File: src/rtl/scs_pkg.sv
package scs_pkg;

  localparam int LANES = 3;

  typedef enum logic {
    PH_DATA,
    PH_CKSUM
  } phase_e;

  // Strobes from the sequencer to the accumulator datapath.
  typedef struct packed {
    logic       clearAcc;
    logic       stepEn;
    logic [1:0] lane;
    logic       decode;
    logic       loadData;
    logic       loadCk;
    logic       compareEn;
  } strobe_t;

endpackage

File: src/rtl/scs_datapath.sv
module scs_datapath
  import scs_pkg::*;
#(
  parameter int BYTE_W = 8
) (
  input  logic              clk,
  input  logic              rstN,
  input  strobe_t           stb,
  input  logic [BYTE_W-1:0] inData,
  output logic [BYTE_W-1:0] outData,
  output logic              matchNow
);

  logic [BYTE_W-1:0] acc [LANES];
  logic              carry;
  logic              mismatch;

  logic [BYTE_W-1:0] rotC, key, base, xored, plain, ckByte;
  logic              carryIn, laneHit;
  logic [BYTE_W:0]   sum;
  logic [LANES-1:0]  laneEq;

  for (genvar g = 0; g < LANES; g++) begin : gLaneEq
    assign laneEq[g] = (inData == acc[g]);
  end

  always_comb begin
    rotC = {acc[2][BYTE_W-2:0], acc[2][BYTE_W-1]};
    case (stb.lane)
      2'd0: begin
        key     = rotC;
        base    = acc[0];
        carryIn = acc[2][BYTE_W-1];
        ckByte  = acc[0];
        laneHit = laneEq[0];
      end
      2'd1: begin
        key     = acc[0];
        base    = acc[1];
        carryIn = carry;
        ckByte  = acc[1];
        laneHit = laneEq[1];
      end
      default: begin
        key     = acc[1];
        base    = acc[2];
        carryIn = carry;
        ckByte  = acc[2];
        laneHit = laneEq[2];
      end
    endcase
    xored    = inData ^ key;
    plain    = stb.decode ? xored : inData;
    sum      = {1'b0, base} + {1'b0, plain} + {{BYTE_W{1'b0}}, carryIn};
    matchNow = !mismatch && laneHit;
  end

  always_ff @(posedge clk or negedge rstN) begin
    if (!rstN) begin
      for (int i = 0; i < LANES; i++) acc[i] <= '0;
      carry    <= 1'b0;
      mismatch <= 1'b0;
      outData  <= '0;
    end else begin
      if (stb.clearAcc) begin
        for (int i = 0; i < LANES; i++) acc[i] <= '0;
        carry    <= 1'b0;
        mismatch <= 1'b0;
      end else begin
        if (stb.stepEn) begin
          case (stb.lane)
            2'd0: begin
              acc[2] <= rotC;
              acc[0] <= sum[BYTE_W-1:0];
            end
            2'd1:    acc[1] <= sum[BYTE_W-1:0];
            default: acc[2] <= sum[BYTE_W-1:0];
          endcase
          carry <= sum[BYTE_W];
        end
        if (stb.compareEn && !laneHit) mismatch <= 1'b1;
      end
      if (stb.loadData)    outData <= xored;
      else if (stb.loadCk) outData <= ckByte;
    end
  end

  // Group start rotates lane C by one bit
  assert_rotate_R2: assert property (@(posedge clk) disable iff (!rstN)
    (stb.stepEn && stb.lane == 2'd0) |=>
      acc[2] == {$past(acc[2][BYTE_W-2:0]), $past(acc[2][BYTE_W-1])});

  // Sector end leaves every lane and the carry at zero
  assert_fresh_sector_R5: assert property (@(posedge clk) disable iff (!rstN)
    stb.clearAcc |=> (acc[0] == '0 && acc[1] == '0 && acc[2] == '0 && !carry));

endmodule

File: src/rtl/scs_control.sv
module scs_control
  import scs_pkg::*;
#(
  parameter int SECTOR_BYTES = 524
) (
  input  logic    clk,
  input  logic    rstN,
  input  logic    decodeMode,
  input  logic    inValid,
  input  logic    outReady,
  input  logic    matchNow,
  output logic    inReady,
  output logic    outValid,
  output logic    done,
  output logic    matchFlag,
  output strobe_t stb
);

  localparam int               CNT_W     = $clog2(SECTOR_BYTES);
  localparam logic [CNT_W-1:0] LAST_IDX  = CNT_W'(SECTOR_BYTES - 1);
  localparam logic [1:0]       LAST_LANE = 2'(LANES - 1);

  phase_e           phase;
  logic [CNT_W-1:0] byteCnt;
  logic [1:0]       lane;
  logic [1:0]       ckIdx;
  logic             modeReg;

  logic slotFree, firstByte, effMode, acceptIn, lastCk;

  always_comb begin
    slotFree  = !outValid || outReady;
    firstByte = (phase == PH_DATA) && (byteCnt == '0);
    effMode   = firstByte ? decodeMode : modeReg;
    stb        = '0;
    stb.decode = effMode;
    inReady    = 1'b0;
    acceptIn   = 1'b0;
    lastCk     = 1'b0;
    if (phase == PH_DATA) begin
      inReady      = slotFree;
      acceptIn     = inValid && slotFree;
      stb.lane     = lane;
      stb.stepEn   = acceptIn;
      stb.loadData = acceptIn;
    end else begin
      stb.lane = ckIdx;
      if (modeReg) begin
        inReady       = 1'b1;
        stb.compareEn = inValid;
        lastCk        = inValid && (ckIdx == LAST_LANE);
      end else begin
        stb.loadCk = slotFree;
        lastCk     = slotFree && (ckIdx == LAST_LANE);
      end
    end
    stb.clearAcc = lastCk;
  end

  always_ff @(posedge clk or negedge rstN) begin
    if (!rstN) begin
      phase     <= PH_DATA;
      byteCnt   <= '0;
      lane      <= '0;
      ckIdx     <= '0;
      modeReg   <= 1'b0;
      outValid  <= 1'b0;
      done      <= 1'b0;
      matchFlag <= 1'b0;
    end else begin
      done      <= lastCk;
      matchFlag <= lastCk && modeReg && matchNow;
      if (stb.loadData || stb.loadCk) outValid <= 1'b1;
      else if (outReady)              outValid <= 1'b0;
      if (acceptIn) begin
        if (firstByte) modeReg <= decodeMode;
        lane <= (lane == LAST_LANE) ? 2'd0 : lane + 2'd1;
        if (byteCnt == LAST_IDX) begin
          phase   <= PH_CKSUM;
          ckIdx   <= '0;
          byteCnt <= '0;
        end else begin
          byteCnt <= byteCnt + 1'b1;
        end
      end
      if (stb.compareEn || stb.loadCk) begin
        if (lastCk) begin
          phase <= PH_DATA;
          lane  <= '0;
          ckIdx <= '0;
        end else begin
          ckIdx <= ckIdx + 2'd1;
        end
      end
    end
  end

  // End-of-sector indication lasts exactly one cycle
  assert_done_pulse_R7: assert property (@(posedge clk) disable iff (!rstN)
    done |=> !done);

endmodule

File: src/rtl/sector_scramble_cksum.sv
module sector_scramble_cksum
  import scs_pkg::*;
#(
  parameter int SECTOR_BYTES = 524,
  parameter int BYTE_W       = 8
) (
  input  logic              clk,
  input  logic              rstN,
  input  logic              decodeMode,
  input  logic              inValid,
  output logic              inReady,
  input  logic [BYTE_W-1:0] inData,
  output logic              outValid,
  input  logic              outReady,
  output logic [BYTE_W-1:0] outData,
  output logic              done,
  output logic              match
);

  strobe_t stb;
  logic    matchNow;

  scs_control #(.SECTOR_BYTES(SECTOR_BYTES)) u_control (
    .clk       (clk),
    .rstN      (rstN),
    .decodeMode(decodeMode),
    .inValid   (inValid),
    .outReady  (outReady),
    .matchNow  (matchNow),
    .inReady   (inReady),
    .outValid  (outValid),
    .done      (done),
    .matchFlag (match),
    .stb       (stb)
  );

  scs_datapath #(.BYTE_W(BYTE_W)) u_datapath (
    .clk     (clk),
    .rstN    (rstN),
    .stb     (stb),
    .inData  (inData),
    .outData (outData),
    .matchNow(matchNow)
  );

  // A stalled output byte is held unchanged
  assert_hold_R11: assert property (@(posedge clk) disable iff (!rstN)
    (outValid && !outReady) |=> (outValid && $stable(outData)));

endmodule

File: config.mk
export PLATFORM = sky130hd
export DESIGN_NAME = sector_scramble_cksum
export DESIGN_NICKNAME = d
export VERILOG_FILES = /design/src/rtl/scs_pkg.sv /design/src/rtl/scs_datapath.sv /design/src/rtl/scs_control.sv /design/src/rtl/sector_scramble_cksum.sv
export SDC_FILE = /design/constraint.sdc
export NUM_CORES = 1
export LEC_CHECK = 0
export BUFFER_PORTS_ARGS = -buffer_cell sky130_fd_sc_hd__buf_2
export CELL_PAD_IN_SITES_DETAIL_PLACEMENT = 1
export CELL_PAD_IN_SITES_GLOBAL_PLACEMENT = 2
export CORE_MARGIN = 8
export CORE_UTILIZATION = 35
export DETAILED_ROUTE_END_ITERATION = 8
export PLACE_DENSITY_LB_ADDON = 0.1
export SYNTH_ARGS = -nofsm -noshare
export SYNTH_HDL_FRONTEND = slang
export SYNTH_HIERARCHICAL = 1
export SYNTH_SLANG_ARGS = --single-unit
export TNS_END_PERCENT = 100
File: constraint.sdc
create_clock -name clk -period 3.86 [get_ports clk]
set_input_delay 0.772 -clock clk [delete_from_list [all_inputs] [get_ports clk]]
set_output_delay 0.772 -clock clk [all_outputs]
set_load 0.005 [all_outputs]
==> results of run 1 <==
==> layout by cell type (no fill, tap or decap), drive strengths merged, types with 7 or more instances in the layout <==
cell type,count
ha,10
dfrtp,53
xnor2,14
mux2i,19
nor2,30
clkbuf,7
o21ai,25
nor2b,12
o31ai,9
a211oi,12
nand3,10
buf,36
a21oi,35
nand2,49
xor2,12
inv,12
mux2,7
==> critical path, delay by kind of cell (launching register included) <==
family	cells	cell delay, ns
AND/OR/NAND/NOR	5	0.88
AO/OA/AOI/OAI	4	0.81
adder cells (fa/ha/maj)	2	0.67
multiplexers	1	0.43
flip-flops	1	0.42
buffers and inverters	2	0.26
==> worst min path at each step <==
stage,from,end
finish,u_control/byteCnt[6],u_control/byteCnt[6]
global route,u_control/byteCnt[6],u_control/byteCnt[6]
CTS,u_control/byteCnt[6],u_control/byteCnt[6]
floorplan,u_control/byteCnt[6],u_control/byteCnt[6]
detailed placement,u_control/byteCnt[6],u_control/byteCnt[6]
global placement,u_control/byteCnt[6],u_control/byteCnt[6]
==> metrics by stage <==
stage	utilization, %	cell area, um2	total power [W]
4_1_cts	39.2	3820	0.00366
6_report	39.2	3820	0.00363
3_3_place_gp	38.4	3730	0.00331
3_5_place_dp	38.4	3730	0.00333
2_1_floorplan	-	3490	0.00270
5_1_grt	39.2	3820	0.00398
==> synthesized netlist by cell type, types with 3 or more instances <==
master / number
a211oi_1: 11
a21oi_1: 33
and3_1: 3
buf_4: 6
buf_6: 4
clkbuf_1: 9
dfrtp_1: 53
ha_1: 10
inv_1: 12
mux2_2: 7
mux2i_1: 19
nand2_1: 49
nand2b_1: 5
nand3_1: 9
nand3b_1: 3
nand4_1: 3
nor2_1: 30
nor2b_1: 11
o21a_1: 3
o21ai_0: 18
o21ai_1: 5
o31ai_1: 8
or3_1: 3
xnor2_1: 14
xor2_1: 12
==> registers in the layout, indices dropped and copies added (netlist names) <==
| signal | count |
|---|---|
| u_datapath/mismatch | 1 |
| u_datapath/outData | 8 |
| u_control/outValid | 1 |
| u_control/modeReg | 1 |
| u_datapath/acc | 24 |
| u_control/ckIdx | 2 |
| u_control/phase | 1 |
| u_control/lane | 2 |
| u_control/byteCnt | 10 |
| u_control/matchFlag | 1 |
| u_datapath/carry | 1 |
| u_control/done | 1 |
==> layout make-up <==
cell class | count | area share (%)
multi-input combinational | 294 | 52.0
timing repair buffer | 36 | 5.51
sequential | 53 | 34.8
inverter | 12 | 1.18
clock buffer | 7 | 2.00
tap | 133 | 4.36
clock inverter | 1 | 0.197
==> where the power goes <==
part           internal (W)  switching, W  total, W
clock              0.000129      0.000194  0.000323
combinational      0.000963       0.00138   0.00234
sequential         0.000779      0.000191  0.000970
==> logic make-up (layout without fill, tap and decap cells) <==
family / Yosys count / count (layout)
adder cells (fa/ha/maj): 12 / 12
AO/OA/AOI/OAI: 102 / 102
AND/OR/NAND/NOR: 128 / 128
flip-flops: 53 / 53
buffers and inverters: 34 / 56
XOR/XNOR: 26 / 26
multiplexers: 26 / 26
==> metal layers <==
metal,global-route usage [%],wire [um],part of all wire (%),vias up
met1,23.2,5230,54,1338
met4,3.11,84,0.86,0
li1,-,-,-,1382
met3,2.45,260,2.7,6
met2,22.9,4140,43,29
met5,0,0,0,-
==> metrics.txt, run 1 <==
status finished clean; GPL Wtd Cong 0.766; sequential fraction of the synthesis area 38.0%; Post-Synth XOR/XNOR Area 6.52%; mux cell area share after synthesis 7.71%; max-slew violations 0; final net count 427; min Tclk post-route 3.57 ns; vias 2755; fin worst setup slack 0.285 ns; Static Leak 1.62 nW; CP Launch Type register; Multi-input gate area 0.00198 mm2; share of cells above drive strength 1 16.1%; CTS clk-pin slew, worst paths 0.11 ns; crit path cell chain nor4_1 -> nand3_1 -> mux2_2 -> nor2_1 -> a21oi_1 -> fa_1 -> inv_1 -> fa_1 -> nor2b_1 -> o31a_1 -> o31ai_2 -> buf_4 -> nand2_1 -> o31ai_1; Post-CTS Setup Bufs 0; CP max stage delay 0.47 ns; Yosys top cell area share 38.0%; Fin Hold WS 0.514 ns; die width 116 um; clk_skew 0.0118 ns; Die H 116 um; mapped cell area 0.00349 mm2; clock sink total 53; htree depth 2; slew at the pin closest to its max-slew limit 0.814 ns; Place WS 0.364 ns; Reg area 0.00133 mm2; Vias/cell 5.14; hpwl dp 7450 um; Synth cell types 55; Layout area overhead 9.32%; IR drop worst, VDD 0.294 mV; Mapped Nets 406; DR pass1 iterations 4; drt drc 0; CP endpoint kind register; synth top area cells dfrtp_1 38%, mux2i_1 5.4%, nand2_1 5.3%; post-synthesis simple-gate area fraction 18.5%; Non-Filler Instances 536; gr usage total 15.5%; Worst setup endpoint u_datapath/acc[6]; async set-or-reset flop fraction in the synthesized netlist 100%; ANT cells 0; drt wl/cell 18.1 um; predominant post-synthesis flop cell dfrtp_1; Hold Violations, Final 0; crit path DAT 3.80 ns; Slowest cell on crit path fa_1; R2R depth 14; Mapped Avg Cell Area 9.16 um2; Post-synth EDFFs 0; Max-slew headroom 45.7%; Setup crit start u_control/byteCnt[7]; starting density of the core 35.9%; Yosys warning total 6; Max Root-Sink Buffers 2; initial antenna violation count 0; Port Buf Inserts 24; Root Driver clkbuf_8; maximum clock rate 280 MHz; maxcap violations 0; post-synthesis adder-cell area fraction 4.73%; Synth area leader dfrtp_1; DIE AREA 0.0134 mm2; worst hold path depth 1; DRT iter0 DRCs 166; vias in the first global route 2937; post_cts resized 0; Synth Area in Compound Gates 19.4%; FP Rows 36; synthesized flop and latch total 53; fillers 1171; cts hold-fix bufs 0; R2R setup slack 0.29 ns; pwr/cell area 952 mW/mm2; I/O Pins 25; Tcrit/Tclk final 92.6%; Placed Instances 528; GR Overflow Total 0; Setup Total Neg Slack 0 ns; Clk Latency, worst-skew pair 0.32 ns; worst setup path category register to register; RR Endpoint u_datapath/acc[6]; first-pass GRT wire length 16100 um; most frequent CP cell fa_1; RSZ-0062 raised after global routing false; DRT antenna net count 0; Mapped Cells 381; Final setup viols 0; Critical R2R Launch u_control/byteCnt[7]; core region area 0.00973 mm2; Critical Path RT 4.08 ns; CTS Buf Count 5; Post-Route WL 9720 um; HP Class register to register; CP Max Fanout 16; largest family of logic cells by synthesized area compound AO/OA/AOI/OAI gates; largest net degree at the start of global routing 35; TritonCTS clock tree yes
Power figures use the tool's default switching activity.
==> run 2: changes to the inputs <==
- BUFFER_PORTS_ARGS: -buffer_cell sky130_fd_sc_hd__buf_2 -> -buffer_cell sky130_fd_sc_hd__buf_4
==> run 2 against run 1 <==
  * Wire length increased by 2.2%
  * Critical path depth increased by 2
  * Combinational power increased by 3%
  * Total power increased by 4.4%
  * Flip-flop and latch count unchanged
  * Critical endpoint unchanged
  * Clock power increased by 27%
  * Fmax increased by 0.65%
  * Register-to-register slack improved by 0.02 ns
  * Hold slack got worse by 0.0097 ns
  * Design area increased by 2.5%
  * Sequential power increased by 2%
  * Sequential share of layout area decreased by 0.81 points
  * Largest cell class unchanged
==> metrics.txt, run 2 (synthesized netlist as in run 1, its figures left out) <==
most frequent cells in the layout 52 x dfrtp_1, 49 x nand2_1, 33 x buf_4, 33 x a21oi_1, 29 x nor2_1; cts hold-fix bufs 0 (unchanged); clk_skew 0.00640 ns (-0.00542 ns); Root Driver clkbuf_8; GPL Wtd Cong 0.790 (+3.1%); Final setup viols 0 (unchanged); initial antenna violation count 0 (unchanged); number of flip-flops in the largest register 24 (unchanged); htree depth 2 (unchanged); Post-Route WL 9940 um (+2.2%); Die H 116 um (unchanged); TritonCTS clock tree yes; crit path DAT 3.76 ns (-0.04 ns); slew at the pin closest to its max-slew limit 0.793 ns (-0.0210 ns); Port Buf Inserts 24 (unchanged); Post-CTS Setup Bufs 0 (unchanged); CTS clk-pin slew, worst paths 0.10 ns (about the same); met2 Usage GRT 22.9% (+0.039 points); hpwl dp 7380 um (-0.91%); Clk Latency, worst-skew pair 0.31 ns (about the same); DIE AREA 0.0134 mm2 (unchanged); CP endpoint kind register; HP Class register to register; vias 2806 (+1.9%); Design Power 0.00379 W (+4.4%); met1 usage 23.4% (+0.21 points); RSZ-0062 raised after global routing false; CP Max Fanout 16 (unchanged); max-slew violations 0 (unchanged); worst setup path category register to register; IR drop worst, VDD 0.290 mV (-1.3%); GR Overflow Total 0 (unchanged); met3 global-route usage 1.98% (-0.47 points); min Tclk post-route 3.55 ns (-0.0230 ns); post_cts resized 0 (unchanged); ANT cells 0 (unchanged); gr usage total 15.5% (about the same); DRT antenna net count 0 (unchanged); Layout area overhead 12.0%; Placement Cell Area 0.00379 mm2 (+1.5%); pwr/cell area 970 mW/mm2 (+1.9%); starting density of the core 35.9% (unchanged); Setup Total Neg Slack 0 ns (unchanged); Biggest register u_datapath/acc; GR peak layer met1; core region area 0.00973 mm2 (unchanged); I/O Pins 25 (unchanged); Max-slew headroom 46.9% (+1.2 points); drt wl/cell 18.6 um (+2.6%); drt drc 0 (unchanged); most common cell after layout, fill and taps aside dfrtp_1; maxcap violations 0 (unchanged); DRT iter0 DRCs 183 (+10%); DR pass1 iterations 4 (unchanged); Design Area, Final 0.00391 mm2 (+2.5%); CP Launch Type register; die width 116 um (unchanged); Critical Path RT 4.07 ns (about the same); Vias/cell 5.25 (+2.2%); vias in the first global route 2947 (+0.34%); final net count 425 (-0.47%); first-pass GRT wire length 16300 um (+1.1%); largest net degree at the start of global routing 54 (+54%); Tcrit/Tclk final 92.0% (-0.60 points); clock sink total 53 (unchanged); Hold Violations, Final 0 (unchanged); Static Leak 1.65 nW (+2.0%); leading registers by flop count u_datapath/acc x24, u_control/byteCnt x10, u_datapath/outData x8; maximum clock rate 282 MHz (+0.65%); FP Rows 36 (unchanged); CTS Buf Count 5 (unchanged); share of cells above drive strength 1 16.5% (+0.33 points); Max Root-Sink Buffers 2 (unchanged); status finished clean
[run 2: changes by cell type in the layout (fill, tap and decap cells not counted), sizes merged]
cell,change
bufinv,+1
buf,-2
clkbuf,-1
[run 2: worst max-delay path, cell delays in order (launching register included)]
cell and delay, ns:
dfrtp_1 0.41, inv_1 0.10, ha_1 0.14, nor4b_1 0.22
nand3_1 0.14, mux2_2 0.43, nor2_1 0.14, a21oi_1 0.07
fa_1 0.46, inv_1 0.09, fa_1 0.21, nor2b_1 0.07
o31a_1 0.28, o31ai_2 0.25, buf_4 0.18, nand2_1 0.05
o31ai_1 0.22
[run 2: area by class of cell]
type	instances	area [um2]
Timing Repair Buffer	34	268
Sequential cell	53	1330
Tap cell	133	166
Clock buffer	6	82.6
Inverter	12	45.0
Fill cell	1159	5820
Multi-Input combinational cell	294	1980
Clock inverter	2	37.5
[run 2: report_power, final]
| part | switching [W] | internal (W) | leakage [nW] | total (W) |
|---|---|---|---|---|
| clock network | 0.000200 | 0.000211 | 0.0574 | 0.000411 |
| logic | 0.00140 | 0.000994 | 0.939 | 0.00240 |
| registers | 0.000207 | 0.000780 | 0.658 | 0.000986 |
| total | 0.00181 | 0.00199 | 1.65 | 0.00379 |
[run 2: per-layer routing]
layer / vias to the layer above / part of all wire [%] / wire (um)
met5: - / 0 / 0
met4: 0 / 0.52 / 52
met3: 5 / 3.7 / 367
met2: 43 / 42 / 4190
met1: 1386 / 54 / 5330
li1: 1372 / - / -
[run 2: through the flow]
step | hold slack [ns] | instances | setup WS (ns) | util, %
6_report | 0.504 | 534 | 0.308 | 40.2
4_1_cts | 0.510 | 534 | 0.256 | 40.2
2_1_floorplan | 0.463 | 381 | 0.247 | -
3_3_place_gp | 0.485 | 526 | 0.398 | 39.0
3_5_place_dp | 0.490 | 526 | 0.282 | 39.0
5_1_grt | 0.546 | 534 | 0.0244 | 40.2
[run 2: final timing paths]
| kind | slack (ns) | from | cells past startpoint | endpoint |
|---|---|---|---|---|
| worst max-delay path | 0.31 | u_control/byteCnt[0] | 16 | u_datapath/acc[6] |
| worst min-delay path | 0.50 | u_control/byteCnt[6] | 1 | u_control/byteCnt[6] |
| worst max register to register | 0.31 | u_control/byteCnt[0] | 16 | u_datapath/acc[6] |
| worst min register to register | 0.50 | u_control/byteCnt[6] | 1 | u_control/byteCnt[6] |
| max in group asynchronous | 2.84 | rstN | 1 | u_control/phase |
| min in group asynchronous | 0.51 | rstN | 1 | u_datapath/outData[3] |
==> run 3: changes to the inputs <==
- ABC_AREA: not set -> 1
- CORE_UTILIZATION: 35 -> 31
==> run 3 against run 2 <==
  * Synthesized area grew 4.2%
  * Global-route usage fell by 0.39 points
  * Count of clock-buffer cells in the layout up 1
  * Worst setup slack better by 0.12 ns
  * Clock skew decreased by 0.0031 ns
  * Via count increased by 19%
  * Core utilization shrank 4.5 points
  * Design area up 4.2%
==> metrics.txt, run 3 <==
Slowest cell on crit path dfrtp_1; Max Root-Sink Buffers 2 (unchanged); share of cells above drive strength 1 10.1% (-6.4 points); RSZ-0062 raised after global routing false; Non-Filler Instances 680 (+27%); gr usage total 15.1% (-0.39 points); vias 3340 (+19%); Placed Instances 672 (+28%); GPL Wtd Cong 0.802 (+1.6%); Tcrit/Tclk final 88.8% (-3.2 points); status finished clean; mapped cell area 0.00364 mm2 (+4.2%); min Tclk post-route 3.43 ns (-0.123 ns); clk_skew 0.00325 ns (-0.00315 ns); async set-or-reset flop fraction in the synthesized netlist 100% (unchanged); Crit path max-delay family compound AO/OA/AOI/OAI gates; Final setup viols 0 (unchanged); Biggest register u_datapath/acc; CTS clk-pin slew, worst paths 0.07 ns (-0.03 ns); core region area 0.0114 mm2 (+17%); Post-CTS Setup Bufs 0 (unchanged); vias in the first global route 3577 (+21%); Synth cell types 40 (-27%); first-pass GRT wire length 18900 um (+16%); worst setup path category register to register; Critical Path RT 4.05 ns (-0.02 ns); maximum clock rate 292 MHz (+3.6%); drt wl/cell 16.7 um (-10%); die width 124 um (+7.3%); CP Launch Type register; DR pass1 iterations 4 (unchanged); FP Rows 39 (+8.3%); CP Max Fanout 11 (-5); Hold Violations, Final 0 (unchanged); synth top area cells dfrtp_1 36%, nand2_1 17%, inv_1 8.6%; DRT antenna net count 0 (unchanged); Setup crit start u_control/phase; hold_sp u_datapath/acc[7]; CP max stage delay 0.45 ns (about the same); most common cell after layout, fill and taps aside nand2_1; starting density of the core 31.8% (-4.0 points); sequential fraction of the synthesis area 36.5% (-1.5 points); Mapped Cells 512 (+34%); initial antenna violation count 0 (unchanged); TritonCTS clock tree yes; HP Class register to register; cts hold-fix bufs 0 (unchanged); slew at the pin closest to its max-slew limit 0.733 ns (-0.0597 ns); Clk Latency, worst-skew pair 0.30 ns (about the same); Post-Route WL 11400 um (+15%); ANT cells 0 (unchanged); most frequent CP cell nand2_1; Layout area overhead 12.1% (about the same); Setup Total Neg Slack 0 ns (unchanged); synthesized flop and latch total 53 (unchanged); Post-synth EDFFs 0 (unchanged); Critical R2R Launch u_control/phase; most frequent cells after synthesis 162 x nand2_1, 83 x inv_1, 53 x dfrtp_1; CTS Buf Count 5 (unchanged); hpwl dp 8980 um (+22%); Vias/cell 4.91 (-6.5%); GR Overflow Total 0 (unchanged); drt drc 0 (unchanged); Root Driver clkbuf_16; Max-slew headroom 51.1% (+4.2 points); R2R setup slack 0.43 ns (+0.12 ns); Die H 124 um (+7.3%); DRT iter0 DRCs 105 (-43%); number of flip-flops in the largest register 24 (unchanged); maxcap violations 0 (unchanged); crit path DAT 3.62 ns (-0.14 ns); max-slew violations 0 (unchanged); htree depth 2 (unchanged); leading registers by flop count u_datapath/acc x24, u_control/byteCnt x10, u_datapath/outData x8; Mapped Avg Cell Area 7.10 um2 (-22%); Mapped Nets 537 (+32%); I/O Pins 25 (unchanged); most frequent cells in the layout 162 x nand2_1, 83 x inv_1, 53 x dfrtp_1; post_cts resized 0 (unchanged); CP endpoint kind register; DIE AREA 0.0155 mm2 (+15%); top-count cell post-synth nand2_1; Yosys warning total 6 (unchanged); largest net degree at the start of global routing 54 (unchanged); Synth area leader dfrtp_1; predominant post-synthesis flop cell dfrtp_1; crit path cell chain o21ai_0 -> buf_4 -> inv_2 -> nand2_4 -> o221ai_1 -> xor2_1 -> nand2_1 -> o21ai_0 -> fa_1 -> inv_1 -> fa_1 -> inv_1 -> nand3_1 -> nand2_1 -> a21oi_1 -> xor2_1 -> nor2_1 -> nand2_1 -> nand2_1; Port Buf Inserts 24 (unchanged); WP buf/inv 4 (+1); final net count 561 (+32%); clock sink total 53 (unchanged); Yosys top cell area share 36.5% (-1.5 points)
-- run 3: per-layer routing --
| layer | GRT usage [%] | routed length [um] | up-vias | part of all wire [%] |
|---|---|---|---|---|
| li1 | - | - | 1659 | - |
| met1 | 17.2 | 4940 | 1639 | 43 |
| met2 | 28.2 | 6020 | 32 | 53 |
| met3 | 2.51 | 252 | 10 | 2.2 |
| met4 | 4.32 | 170 | 0 | 1.5 |
| met5 | 0 | 0 | - | 0 |
-- run 3: path summary, 6_finish.rpt --
path                                        to  cells after the start
max                         u_datapath/acc[14]                     19
min                          u_datapath/acc[7]                      2
max reg2reg                 u_datapath/acc[14]                     19
min reg2reg                  u_datapath/acc[7]                      2
max in group asynchronous  u_datapath/mismatch                      1
min in group asynchronous   u_datapath/acc[21]                      1
-- run 3: through the flow --
| step | util [%] | hold WS (ns) | area, um2 | setup slack, ns |
|---|---|---|---|---|
| 3_5_place_dp | 34.5 | 0.473 | 3940 | 0.424 |
| 2_1_floorplan | - | 0.449 | 3640 | 0.504 |
| 3_3_place_gp | 34.5 | 0.473 | 3940 | 0.552 |
| 6_report | 35.7 | 0.492 | 4080 | 0.431 |
| 4_1_cts | 35.7 | 0.495 | 4080 | 0.393 |
| 5_1_grt | 35.7 | 0.533 | 4080 | 0.0703 |
-- run 3: kinds of logic after synthesis --
kind of cell | count (synthesis) | share of synthesized area (%)
adder cells (fa/ha/maj) | 12 | 4.54
flip-flops | 53 | 36.5
AO/OA/AOI/OAI | 69 | 11.8
buffers and inverters | 102 | 12.2
XOR/XNOR | 19 | 4.58
AND/OR/NAND/NOR | 257 | 30.4
-- run 3: layout make-up --
cell class                      instances  area, um2
Sequential cell                        53       1330
Clock inverter                          1       7.51
Tap cell                              143        179
Inverter                               89        339
Clock buffer                            7        133
Multi-Input combinational cell        357       1870
Timing Repair Buffer                   30        225
Fill cell                            1462       7340
-- run 3: worst reg2reg max path: stages, from the launching register on --
cell and delay [ns]:
dfrtp_1 0.45, o21ai_0 0.27, buf_4 0.27, inv_2 0.15
nand2_4 0.14, o221ai_1 0.14, xor2_1 0.18, nand2_1 0.06
o21ai_0 0.11, fa_1 0.43, inv_1 0.08, fa_1 0.20
inv_1 0.05, nand3_1 0.06, nand2_1 0.09, a21oi_1 0.21
xor2_1 0.22, nor2_1 0.08, nand2_1 0.06, nand2_1 0.06
Power of run 3 is not shown: default switching activity piles up to over one toggle a cycle in this logic, so the estimate is an artifact.
